`src/rtl/sync_counter_pkg.sv`:
```
package sync_counter_pkg;
   typedef enum logic [1:0] {
      OP_HOLD  = 2'd0,
      OP_COUNT = 2'd1,
      OP_LOAD  = 2'd2,
      OP_CLEAR = 2'd3
   } ctr_op_e;
endpackage

```
`src/rtl/sync_counter_op_decode.sv`:
```
module sync_counter_op_decode
   import sync_counter_pkg::*;
(
   input  logic    clr_n,
   input  logic    ld_n,
   input  logic    cnt_en,
   input  logic    chain_en,
   output ctr_op_e op
);
   always_comb begin
      if (!clr_n)                    op = OP_CLEAR;
      else if (!ld_n)                op = OP_LOAD;
      else if (cnt_en && chain_en)   op = OP_COUNT;
      else                           op = OP_HOLD;
   end
endmodule

```
`src/rtl/sync_counter_state.sv`:
```
module sync_counter_state
   import sync_counter_pkg::*;
#(
   parameter int WIDTH     = 4,
   parameter bit LOOKAHEAD = 1'b1
)(
   input  logic             clk,
   input  ctr_op_e          op,
   input  logic [WIDTH-1:0] din,
   output logic [WIDTH-1:0] q
);
   logic [WIDTH-1:0] q_inc;

   generate
      if (LOOKAHEAD) begin : g_lookahead
         logic [WIDTH-1:0] tgl;
         for (genvar i = 0; i < WIDTH; i++) begin : g_bit
            if (i == 0) begin : g_lsb
               assign tgl[i] = 1'b1;
            end else begin : g_up
               assign tgl[i] = tgl[i-1] & q[i-1];
            end
            assign q_inc[i] = q[i] ^ tgl[i];
         end
      end else begin : g_adder
         assign q_inc = q + WIDTH'(1);
      end
   endgenerate

   always_ff @(posedge clk) begin
      case (op)
         OP_CLEAR: q <= '0;
         OP_LOAD:  q <= din;
         OP_COUNT: q <= q_inc;
         default:  q <= q;
      endcase
   end
endmodule

```
`src/rtl/sync_counter_carry.sv`:
```
module sync_counter_carry #(
   parameter int WIDTH = 4
)(
   input  logic [WIDTH-1:0] q,
   input  logic             chain_en,
   output logic             carry_out
);
   assign carry_out = chain_en & (&q);
endmodule

```
`src/rtl/sync_counter.sv`:
```
module sync_counter
   import sync_counter_pkg::*;
#(
   parameter int WIDTH     = 4,
   parameter bit LOOKAHEAD = 1'b1
)(
   input  logic             clk,
   input  logic             clr_n,
   input  logic             ld_n,
   input  logic             cnt_en,
   input  logic             chain_en,
   input  logic [WIDTH-1:0] din,
   output logic [WIDTH-1:0] q,
   output logic             carry_out
);
   generate
      if (WIDTH < 1) begin : g_bad_width
         $error("sync_counter: WIDTH must be at least 1");
      end
   endgenerate

   ctr_op_e op;

   sync_counter_op_decode u_dec (
      .clr_n    (clr_n),
      .ld_n     (ld_n),
      .cnt_en   (cnt_en),
      .chain_en (chain_en),
      .op       (op)
   );

   sync_counter_state #(.WIDTH(WIDTH), .LOOKAHEAD(LOOKAHEAD)) u_state (
      .clk (clk),
      .op  (op),
      .din (din),
      .q   (q)
   );

   sync_counter_carry #(.WIDTH(WIDTH)) u_carry (
      .q         (q),
      .chain_en  (chain_en),
      .carry_out (carry_out)
   );
endmodule

```
`config.mk`:
```
export PLATFORM = sky130hd
export DESIGN_NAME = sync_counter
export DESIGN_NICKNAME = d
export VERILOG_FILES = /design/src/rtl/sync_counter_pkg.sv /design/src/rtl/sync_counter_op_decode.sv /design/src/rtl/sync_counter_state.sv /design/src/rtl/sync_counter_carry.sv /design/src/rtl/sync_counter.sv
export SDC_FILE = /design/constraint.sdc
export NUM_CORES = 1
export LEC_CHECK = 0
export BUFFER_PORTS_ARGS = -buffer_cell sky130_fd_sc_hd__buf_2
export CORE_AREA = 2 2 39 41
export CTS_CLUSTER_DIAMETER = 30
export DETAILED_ROUTE_END_ITERATION = 7
export DIE_AREA = 0 0 41 43
export PLACE_DENSITY_LB_ADDON = 0.12
export SYNTH_ARGS = -nofsm -noshare
export SYNTH_HDL_FRONTEND = slang
export SYNTH_SLANG_ARGS = --single-unit
export TNS_END_PERCENT = 1
```
`constraint.sdc`:
```
create_clock -name clk -period 1.7 [get_ports clk]
set_clock_uncertainty 0.1 [all_clocks]
set_input_delay 0.34 -clock clk [delete_from_list [all_inputs] [get_ports clk]]
set_output_delay 0.34 -clock clk [all_outputs]
set_load 0.01 [all_outputs]
```
==> flow_metrics.env, run 1 <==
export IMPL_gr_total_overflow=0
export IMPL_clock_path_buffers=2
export IMPL_grt_pass1_vias=235
export IMPL_die_h_um=43
export IMPL_clock_sinks=4
export IMPL_grt_max_degree=10
export IMPL_period_share_pct=96.2
export IMPL_hold_path_class="primary input to register"
export IMPL_ios=14
export IMPL_vias=253
export IMPL_status="finished, final reports clean"
export IMPL_cts_tree="built"
export IMPL_ctsHoldBuffers=0
export IMPL_rsz0062_at_grt="false"
export IMPL_cts_resized=0
export IMPL_yosys_area_top_type_share_pct=44.2
export IMPL_die_area_sq_um=1760
export IMPL_num_antenna_cells=0
export IMPL_worstSetupPathType="register to output pin"
export IMPL_fin_ws_ns=0.0646
export IMPL_post_drt_via_cell_ratio=4.69
export IMPL_mostFrequentLayoutCells="13 x buf_2, 4 x edfxtp_1, 3 x nand2b_1, 3 x nand4_1, 3 x clkbuf_4"
export IMPL_crit_path_max_incr_delay_ns=0.40
export IMPL_area_growth_pct=35.5
export IMPL_dieWidth_um=41
export IMPL_antenna_left=0
export IMPL_worstPathArrival_ns=1.20
export IMPL_firstDrtPassIters=4
export IMPL_path_max_fanout=3
export IMPL_cap_violations=0
export IMPL_drtIter0Drc=5
export IMPL_final_nets=51
export IMPL_mappedNetlistArea_sq_um=272
export IMPL_std_cell_rows=14
export IMPL_synth_top_cell_by_area="edfxtp_1"
export IMPL_largest_register="u_state.q"
export IMPL_crit_chain="ha_1 -> and4_1 -> buf_2"
export IMPL_layout_commonest_cell="buf_2"
export IMPL_route_detailed_drc=0
export IMPL_synth_seq_cells=4
export IMPL_gp_congestion=0.682
export IMPL_yosysWarnings=0
export IMPL_power_per_cell_area_nw_per_um2=780
export IMPL_initial_core_util_pct=19.6
export IMPL_finalSetupTns_ns=0
export IMPL_ir_drop_v=0.000233
export IMPL_drt_wl_total_um=586
export IMPL_timing_fmax_mhz=611
export IMPL_path_buf_inv=1
export IMPL_synth_yosys_seq_area_share_pct=44.2
export IMPL_grt_antenna_before_repair=0
export IMPL_fin_crit_ns=1.64
export IMPL_synth_cells=23
export IMPL_tightest_slew_ns=0.210
export IMPL_core_sq_um=1380
export IMPL_post_cts_setup_buffers=0
export IMPL_crit_required_ns=1.26
export IMPL_io_buffers=13
export IMPL_end_kind="output pin"
export IMPL_largestRegisters="u_state.q x4"
export IMPL_wire_per_inst_um=10.9
export IMPL_htree_num_levels=1
export IMPL_start_kind="register"
export IMPL_slew_headroom_pct=86.0
export IMPL_pre_cts_ws_ns=0.253
export IMPL_grt_pass1_wl_um=903
export IMPL_synth_avg_cell_area_sq_um=11.8
export IMPL_hold_viol=0
export IMPL_setup_viol=0
export IMPL_synth_nets=34
export IMPL_track_usage_pct=8.38
export IMPL_crit_family="flip-flops"
export IMPL_leakagePower_nw=0.164
export IMPL_largest_reg_flops=4
export IMPL_crit_path_top_delay_cell="edfxtp_1"
export IMPL_clock_root_buffer="clkbuf_4"
export IMPL_maxSlewViolCount=0
export IMPL_yosysUniqueCellTypes=14
export IMPL_worstSkewPairLatency_ns=0.24
export IMPL_cts_clk_slew_worst_paths_ns=0.03
export IMPL_drive_above_1_share_pct=47.4
export IMPL_synthTopCellsByArea="edfxtp_1 44%, ha_1 9.2%, a21boi_2 8.3%"
export IMPL_cts_made_buffers=3
-- synthesized netlist by cell type, drive strengths merged --
master  number
edfxtp       4
a21boi       3
nand2b       3
nand4        3
ha           2
and4         1
buf          1
nand2        1
nand3        1
nand3b       1
nand4b       1
o21ai        1
xnor2        1
-- final cells by class --
| type | count | area (sq um) |
|---|---|---|
| Timing Repair Buffer | 13 | 65.1 |
| Fill cell | 158 | 1020 |
| Tap cell | 16 | 20.0 |
| Sequential cell | 4 | 120 |
| Clock buffer | 3 | 22.5 |
| Multi-Input combinational cell | 18 | 140 |
-- logic make-up (layout without fill, tap and decap cells) --
kind of cell / count (synthesis) / after routing / share of synthesized area, %
AND/OR/NAND/NOR: 11 / 11 / 26.3
AO/OA/AOI/OAI: 4 / 4 / 12.9
flip-flops: 4 / 4 / 44.2
adder cells (fa/ha/maj): 2 / 2 / 9.22
XOR/XNOR: 1 / 1 / 3.23
buffers and inverters: 1 / 16 / 4.15
-- routing by layer --
layer / up-vias / global-route usage, % / share of wire (%)
met1: 114 / 9.15 / 41
li1: 123 / - / -
met2: 14 / 10.3 / 47
met4: 0 / 10.0 / 2.9
met3: 2 / 3.66 / 9.9
met5: - / 0 / 0
-- metrics by stage --
| step | utilization [%] | hold slack, ns | std cells | power [mW] | cell area, sq um |
|---|---|---|---|---|---|
| global route | 26.6 | 0.378 | 54 | 0.301 | 368 |
| detailed placement | 25.0 | 0.577 | 51 | 0.172 | 345 |
| finish | 26.6 | 0.336 | 54 | 0.287 | 368 |
| CTS | 26.6 | 0.337 | 54 | 0.289 | 368 |
| floorplan | - | 0.458 | 23 | 0.150 | 272 |
| global placement | 25.0 | 0.567 | 51 | 0.173 | 345 |
-- path summary, 6_finish.rpt --
| path | from | endpoint | slack (ns) | cells past startpoint |
|---|---|---|---|---|
| worst max-delay path | u_state.q[0]$_DFFE_PP_ | carry_out | 0.06 | 3 |
| worst min-delay path | din[3] | u_state.q[3]$_DFFE_PP_ | 0.34 | 3 |
| worst max register to register | u_state.q[0]$_DFFE_PP_ | u_state.q[3]$_DFFE_PP_ | 0.24 | 4 |
| worst min register to register | u_state.q[0]$_DFFE_PP_ | u_state.q[0]$_DFFE_PP_ | 0.61 | 2 |
-- where the power goes --
part / internal (mW) / leakage [nW] / total [mW] / switching (mW)
Sequential: 0.119 / 0.0448 / 0.124 / 0.00494
Combinational: 0.0227 / 0.105 / 0.0470 / 0.0244
Clock: 0.0788 / 0.0138 / 0.116 / 0.0374
Total: 0.220 / 0.164 / 0.287 / 0.0667
-- tightest hold or removal path, stage by stage --
cell	delay, ns
buf_2	0.08
nand3b_1	0.07
o21ai_0	0.07
(Power assumes the default switching activity.)
==> run 2, diff against run 1 <==
--- a/config.mk
+++ b/config.mk
@@ -6,7 +6,10 @@
 export NUM_CORES = 1
 export LEC_CHECK = 0
 export BUFFER_PORTS_ARGS = -buffer_cell sky130_fd_sc_hd__buf_2
+export CELL_PAD_IN_SITES_DETAIL_PLACEMENT = 0
+export CELL_PAD_IN_SITES_GLOBAL_PLACEMENT = 1
 export CORE_AREA = 2 2 39 41
+export CTS_BUF_LIST = sky130_fd_sc_hd__clkbuf_4 sky130_fd_sc_hd__clkbuf_8
 export CTS_CLUSTER_DIAMETER = 30
 export DETAILED_ROUTE_END_ITERATION = 7
 export DIE_AREA = 0 0 41 43
==> flow_metrics.env, run 2 (synthesized netlist as in run 1, its figures left out) <==
export IMPL_period_share_pct=95.6
export IMPL_cts_made_buffers=3
export IMPL_status="finished, final reports clean"
export IMPL_hold_viol=0
export IMPL_clock_root_buffer="clkbuf_4"
export IMPL_largest_reg_flops=4
export IMPL_fin_cells=54
export IMPL_area_growth_pct=35.5
export IMPL_grt_max_degree=10
export IMPL_cts_tree="built"
export IMPL_start_kind="register"
export IMPL_power_per_cell_area_nw_per_um2=775
export IMPL_tightest_slew_ns=0.215
export IMPL_crit_required_ns=1.26
export IMPL_drt_wl_total_um=555
export IMPL_ir_drop_v=0.000149
export IMPL_vias=226
export IMPL_post_drt_via_cell_ratio=4.19
export IMPL_fin_crit_ns=1.63
export IMPL_route_detailed_drc=0
export IMPL_hold_path_class="primary input to register"
export IMPL_setup_viol=0
export IMPL_drive_above_1_share_pct=47.4
export IMPL_post_route_util_pct=26.6
export IMPL_ios=14
export IMPL_layout_commonest_cell="buf_2"
export IMPL_finish_instance_area_sq_um=368
export IMPL_worstPathArrival_ns=1.19
export IMPL_path_max_fanout=3
export IMPL_crit_path_max_incr_delay_ns=0.40
export IMPL_worstSkewPairLatency_ns=0.23
export IMPL_wire_per_inst_um=10.3
export IMPL_timing_fmax_mhz=615
export IMPL_slew_headroom_pct=85.6
export IMPL_dpl_hpwl_um=481
export IMPL_grt_pass1_wl_um=972
export IMPL_drtIter0Drc=1
export IMPL_crit_chain="ha_1 -> and4_1 -> buf_2"
export IMPL_pre_cts_ws_ns=0.264
export IMPL_largestRegisters="u_state.q x4"
export IMPL_crit_path_top_delay_cell="edfxtp_1"
export IMPL_mostFrequentLayoutCells="13 x buf_2, 4 x edfxtp_1, 3 x nand2b_1, 3 x nand4_1, 3 x clkbuf_4"
export IMPL_track_usage_pct=8.96
export IMPL_fin_ws_ns=0.0748
export IMPL_antenna_left=0
export IMPL_maxSlewViolCount=0
export IMPL_ctsHoldBuffers=0
export IMPL_leakagePower_nw=0.164
export IMPL_dp_cells=51
export IMPL_clock_path_buffers=2
export IMPL_total_power_mw=0.285
export IMPL_clock_sinks=4
export IMPL_end_kind="output pin"
export IMPL_worstSetupPathType="register to output pin"
export IMPL_die_area_sq_um=1760
export IMPL_core_sq_um=1380
export IMPL_grt_pass1_vias=243
export IMPL_post_cts_setup_buffers=0
export IMPL_num_antenna_cells=0
export IMPL_finalSetupTns_ns=0
export IMPL_grt_antenna_before_repair=0
export IMPL_die_h_um=43
export IMPL_io_buffers=13
export IMPL_crit_family="flip-flops"
export IMPL_path_buf_inv=1
export IMPL_std_cell_rows=14
export IMPL_dieWidth_um=41
export IMPL_cts_resized=0
export IMPL_initial_core_util_pct=19.6
export IMPL_hold_slack_ns=0.328
export IMPL_gp_congestion=0.705
export IMPL_gr_total_overflow=0
export IMPL_firstDrtPassIters=2
export IMPL_final_nets=51
export IMPL_cap_violations=0
export IMPL_place_area_sq_um=345
export IMPL_cts_clk_slew_worst_paths_ns=0.04
export IMPL_htree_num_levels=1
export IMPL_rsz0062_at_grt="false"
export IMPL_largest_register="u_state.q"
==> run 2: cell counts in the layout (fill, tap and decap cells not counted) <==
No cell type changed its count.
==> run 2: routing by layer <==
metal  vias to the layer above  share of wire (%)  GRT usage, %
met4                         0                  0          12.0
li1                        120                  -             -
met3                         0                9.4          1.57
met1                        96                 46          12.0
met5                         -                  0             0
met2                        10                 45          9.69
==> run 2: worst paths after layout <==
| kind | startpoint | endpoint | slack, ns | depth (start not counted) |
|---|---|---|---|---|
| worst min register to register | u_state.q[3]$_DFFE_PP_ | u_state.q[3]$_DFFE_PP_ | 0.60 | 2 |
| worst max register to register | u_state.q[0]$_DFFE_PP_ | u_state.q[3]$_DFFE_PP_ | 0.26 | 4 |
| worst min-delay path | din[3] | u_state.q[3]$_DFFE_PP_ | 0.33 | 3 |
| worst max-delay path | u_state.q[0]$_DFFE_PP_ | carry_out | 0.07 | 3 |
==> run 2: final cells by class <==
| class | instances | area [sq um] |
|---|---|---|
| fill | 162 | 1020 |
| multi-input combinational | 18 | 140 |
| sequential | 4 | 120 |
| timing repair buffer | 13 | 65.1 |
| clock buffer | 3 | 22.5 |
| tap | 16 | 20.0 |
==> run 2: where the power goes <==
group / total [mW] / switching (mW) / internal (mW) / leakage [nW]
clock: 0.115 / 0.0362 / 0.0788 / 0.0138
sequential: 0.124 / 0.00532 / 0.119 / 0.0448
combinational: 0.0463 / 0.0234 / 0.0229 / 0.105
==> run 2: worst reg2reg max path: cells and delay by family (launching register included) <==
family / cells / cell delay, ns
adder cells (fa/ha/maj): 2 / 0.42
XOR/XNOR: 1 / 0.16
flip-flops: 1 / 0.40
AO/OA/AOI/OAI: 1 / 0.10
==> run 3, diff against run 2 <==
--- a/config.mk
+++ b/config.mk
@@ -16,5 +16,6 @@
 export PLACE_DENSITY_LB_ADDON = 0.12
 export SYNTH_ARGS = -nofsm -noshare
 export SYNTH_HDL_FRONTEND = slang
+export SYNTH_HIERARCHICAL = 1
 export SYNTH_SLANG_ARGS = --single-unit
 export TNS_END_PERCENT = 1
==> flow_metrics.env, run 3 <==
export IMPL_clock_path_buffers=2
export IMPL_gr_total_overflow=0
export IMPL_grt_busiest_layer="met2"
export IMPL_wire_per_inst_um=10.1
export IMPL_io_buffers=13
export IMPL_cts_clk_slew_worst_paths_ns=0.04
export IMPL_num_antenna_cells=0
export IMPL_largest_reg_flops=4
export IMPL_end_kind="register"
export IMPL_start_kind="register"
export IMPL_setup_viol=0
export IMPL_hold_path_class="primary input to register"
export IMPL_synth_edf_count=4
export IMPL_fin_crit_ns=1.49
export IMPL_core_sq_um=1380
export IMPL_crit_required_ns=1.58
export IMPL_tightest_slew_ns=0.177
export IMPL_htree_num_levels=1
export IMPL_leakagePower_nw=0.200
export IMPL_finalSetupTns_ns=0
export IMPL_worstPathArrival_ns=1.37
export IMPL_synth_seq_cells=4
export IMPL_cts_tree="built"
export IMPL_internal_power_mw=0.225
export IMPL_final_nets=61
export IMPL_hold_slack_ns=0.330
export IMPL_synth_top_cell_by_area="edfxtp_1"
export IMPL_period_share_pct=87.5
export IMPL_dieWidth_um=41
export IMPL_hold_viol=0
export IMPL_track_usage_pct=8.94
export IMPL_synth_cells=29
export IMPL_layout_commonest_cell="buf_2"
export IMPL_synth_yosys_seq_area_share_pct=41.9
export IMPL_antenna_left=0
export IMPL_synth_nets=43
export IMPL_die_h_um=43
export IMPL_largestRegisters="u_state/q x4"
export IMPL_timing_fmax_mhz=672
export IMPL_fillCellCount=160
export IMPL_grt_antenna_before_repair=0
export IMPL_post_drt_via_cell_ratio=4.25
export IMPL_worstSetupPathType="register to register"
export IMPL_clock_root_buffer="clkbuf_4"
export IMPL_drt_wl_total_um=617
export IMPL_grtUsageMet3_pct=1.57
export IMPL_drive_above_1_share_pct=35.6
export IMPL_worstSkewPairLatency_ns=0.23
export IMPL_mostFrequentLayoutCells="13 x buf_2, 5 x nand2_1, 5 x ha_1"
export IMPL_seqCellArea_sq_um=120
export IMPL_path_max_fanout=4
export IMPL_ir_drop_v=0.000160
export IMPL_firstDrtPassIters=3
export IMPL_status="finished, final reports clean"
export IMPL_post_cts_setup_buffers=0
export IMPL_largest_register="u_state/q"
export IMPL_synthFlopType="edfxtp_1"
export IMPL_yosys_area_top_type_share_pct=41.9
export IMPL_clock_sinks=4
export IMPL_grt_pass1_wl_um=966
export IMPL_std_cell_rows=14
export IMPL_sw_frac_of_total_pct=24.5
export IMPL_vias=259
export IMPL_place_area_sq_um=372
export IMPL_gp_congestion=0.657
export IMPL_route_detailed_drc=0
export IMPL_combPwrFrac_pct=18.7
export IMPL_synthTopCellsByArea="edfxtp_1 42%, ha_1 22%, nand2_1 6.6%"
export IMPL_total_power_mw=0.299
export IMPL_grt_use_met2_pct=13.1
export IMPL_grtUsageMet1_pct=8.39
export IMPL_power_per_cell_area_nw_per_um2=758
export IMPL_dpl_hpwl_um=523
export IMPL_grt_max_degree=6
export IMPL_mappedNetlistArea_sq_um=287
export IMPL_drtIter0Drc=2
export IMPL_maxSlewViolCount=0
export IMPL_slew_headroom_pct=88.2
export IMPL_ys_top_cells_by_count="5 x ha_1, 5 x nand2_1, 4 x edfxtp_1"
export IMPL_area_growth_pct=37.6
export IMPL_initial_core_util_pct=20.7
export IMPL_cap_violations=0
export IMPL_multi_input_area_sq_um=155
export IMPL_seqPwrFrac_pct=42.3
export IMPL_grt_pass1_vias=261
export IMPL_yosysWarnings=6
export IMPL_cts_resized=0
export IMPL_die_area_sq_um=1760
export IMPL_switchingPower_mw=0.0731
export IMPL_yosysUniqueCellTypes=12
export IMPL_pwr_share_clk_pct=39.1
export IMPL_async_reset_ff_share_pct=0
export IMPL_ctsHoldBuffers=0
export IMPL_cts_made_buffers=3
export IMPL_finish_instance_area_sq_um=394
export IMPL_ios=14
export IMPL_synth_avg_cell_area_sq_um=9.88
export IMPL_rsz0062_at_grt="false"
==> run 3: changes by cell type in the layout (fill, tap and decap cells not counted), sizes merged <==
cell,change
nand4b,-1
nand3,+2
a22oi,+2
and4,-1
inv,+3
ha,+3
nand4,-3
a21boi,-2
nand2,+4
nor2,+1
nand2b,-2
nor2b,+2
nand3b,-1
==> run 3: final cells by class <==
type                       count  share of cell area (%)
multi-input combinational     22                    39.4
sequential                     4                    30.5
clock buffer                   3                    5.71
inverter                       3                    2.86
tap                           16                    5.08
timing repair buffer          13                    16.5
==> run 3: cells by family (layout without fill, tap and decap cells) <==
group,count (synthesis),count (layout),synth area share [%]
AOI/OAI and AO/OA,4,4,9.60
and+or+nand+nor,12,12,19.6
xor gates and xnor gates,1,1,3.06
buffers and inverters,3,19,3.93
DFF,4,4,41.9
adders and majority gates,5,5,21.8
==> run 3: final timing paths <==
kind	slack (ns)	cells after the start	end	from
worst max-delay path	0.21	4	u_state/q[2]$_DFFE_PP_	u_state/q[0]$_DFFE_PP_
worst min-delay path	0.33	3	u_state/q[3]$_DFFE_PP_	din[3]
worst max register to register	0.21	4	u_state/q[2]$_DFFE_PP_	u_state/q[0]$_DFFE_PP_
worst min register to register	0.59	2	u_state/q[3]$_DFFE_PP_	u_state/q[3]$_DFFE_PP_
==> run 3: routing by layer <==
| layer | part of all wire, % | vias to the layer above | routed length (um) |
|---|---|---|---|
| met2 | 53 | 8 | 329 |
| met1 | 41 | 119 | 255 |
| li1 | - | 132 | - |
| met3 | 5.2 | 0 | 32 |
| met4 | 0 | 0 | 0 |
| met5 | 0 | - | 0 |
==> run 3: worst max-delay path: stages (launching register included) <==
cell	delay, ns
edfxtp_1	0.42
ha_1	0.23
ha_1	0.27
a22oi_1	0.15
nor2b_1	0.06
==> run 3: metrics by stage <==
| step | utilization, % | setup slack, ns | instances |
|---|---|---|---|
| after detailed placement | 26.9 | 0.166 | 58 |
| after global placement | 26.9 | 0.182 | 58 |
| after global routing | 28.5 | 0.154 | 61 |
| after CTS | 28.5 | 0.203 | 61 |
| after floorplan | - | 0.221 | 29 |
| final | 28.5 | 0.212 | 61 |
==> run 3: power by group through the flow <==
stage                     sequential [mW]  combinational (mW)  clock (mW)
after floorplan                     0.131              0.0272           0
after global placement              0.128              0.0548           0
after detailed placement            0.128              0.0554           0
after CTS                           0.126              0.0559       0.122
after global routing                0.128              0.0632       0.126
final                               0.126              0.0557       0.117
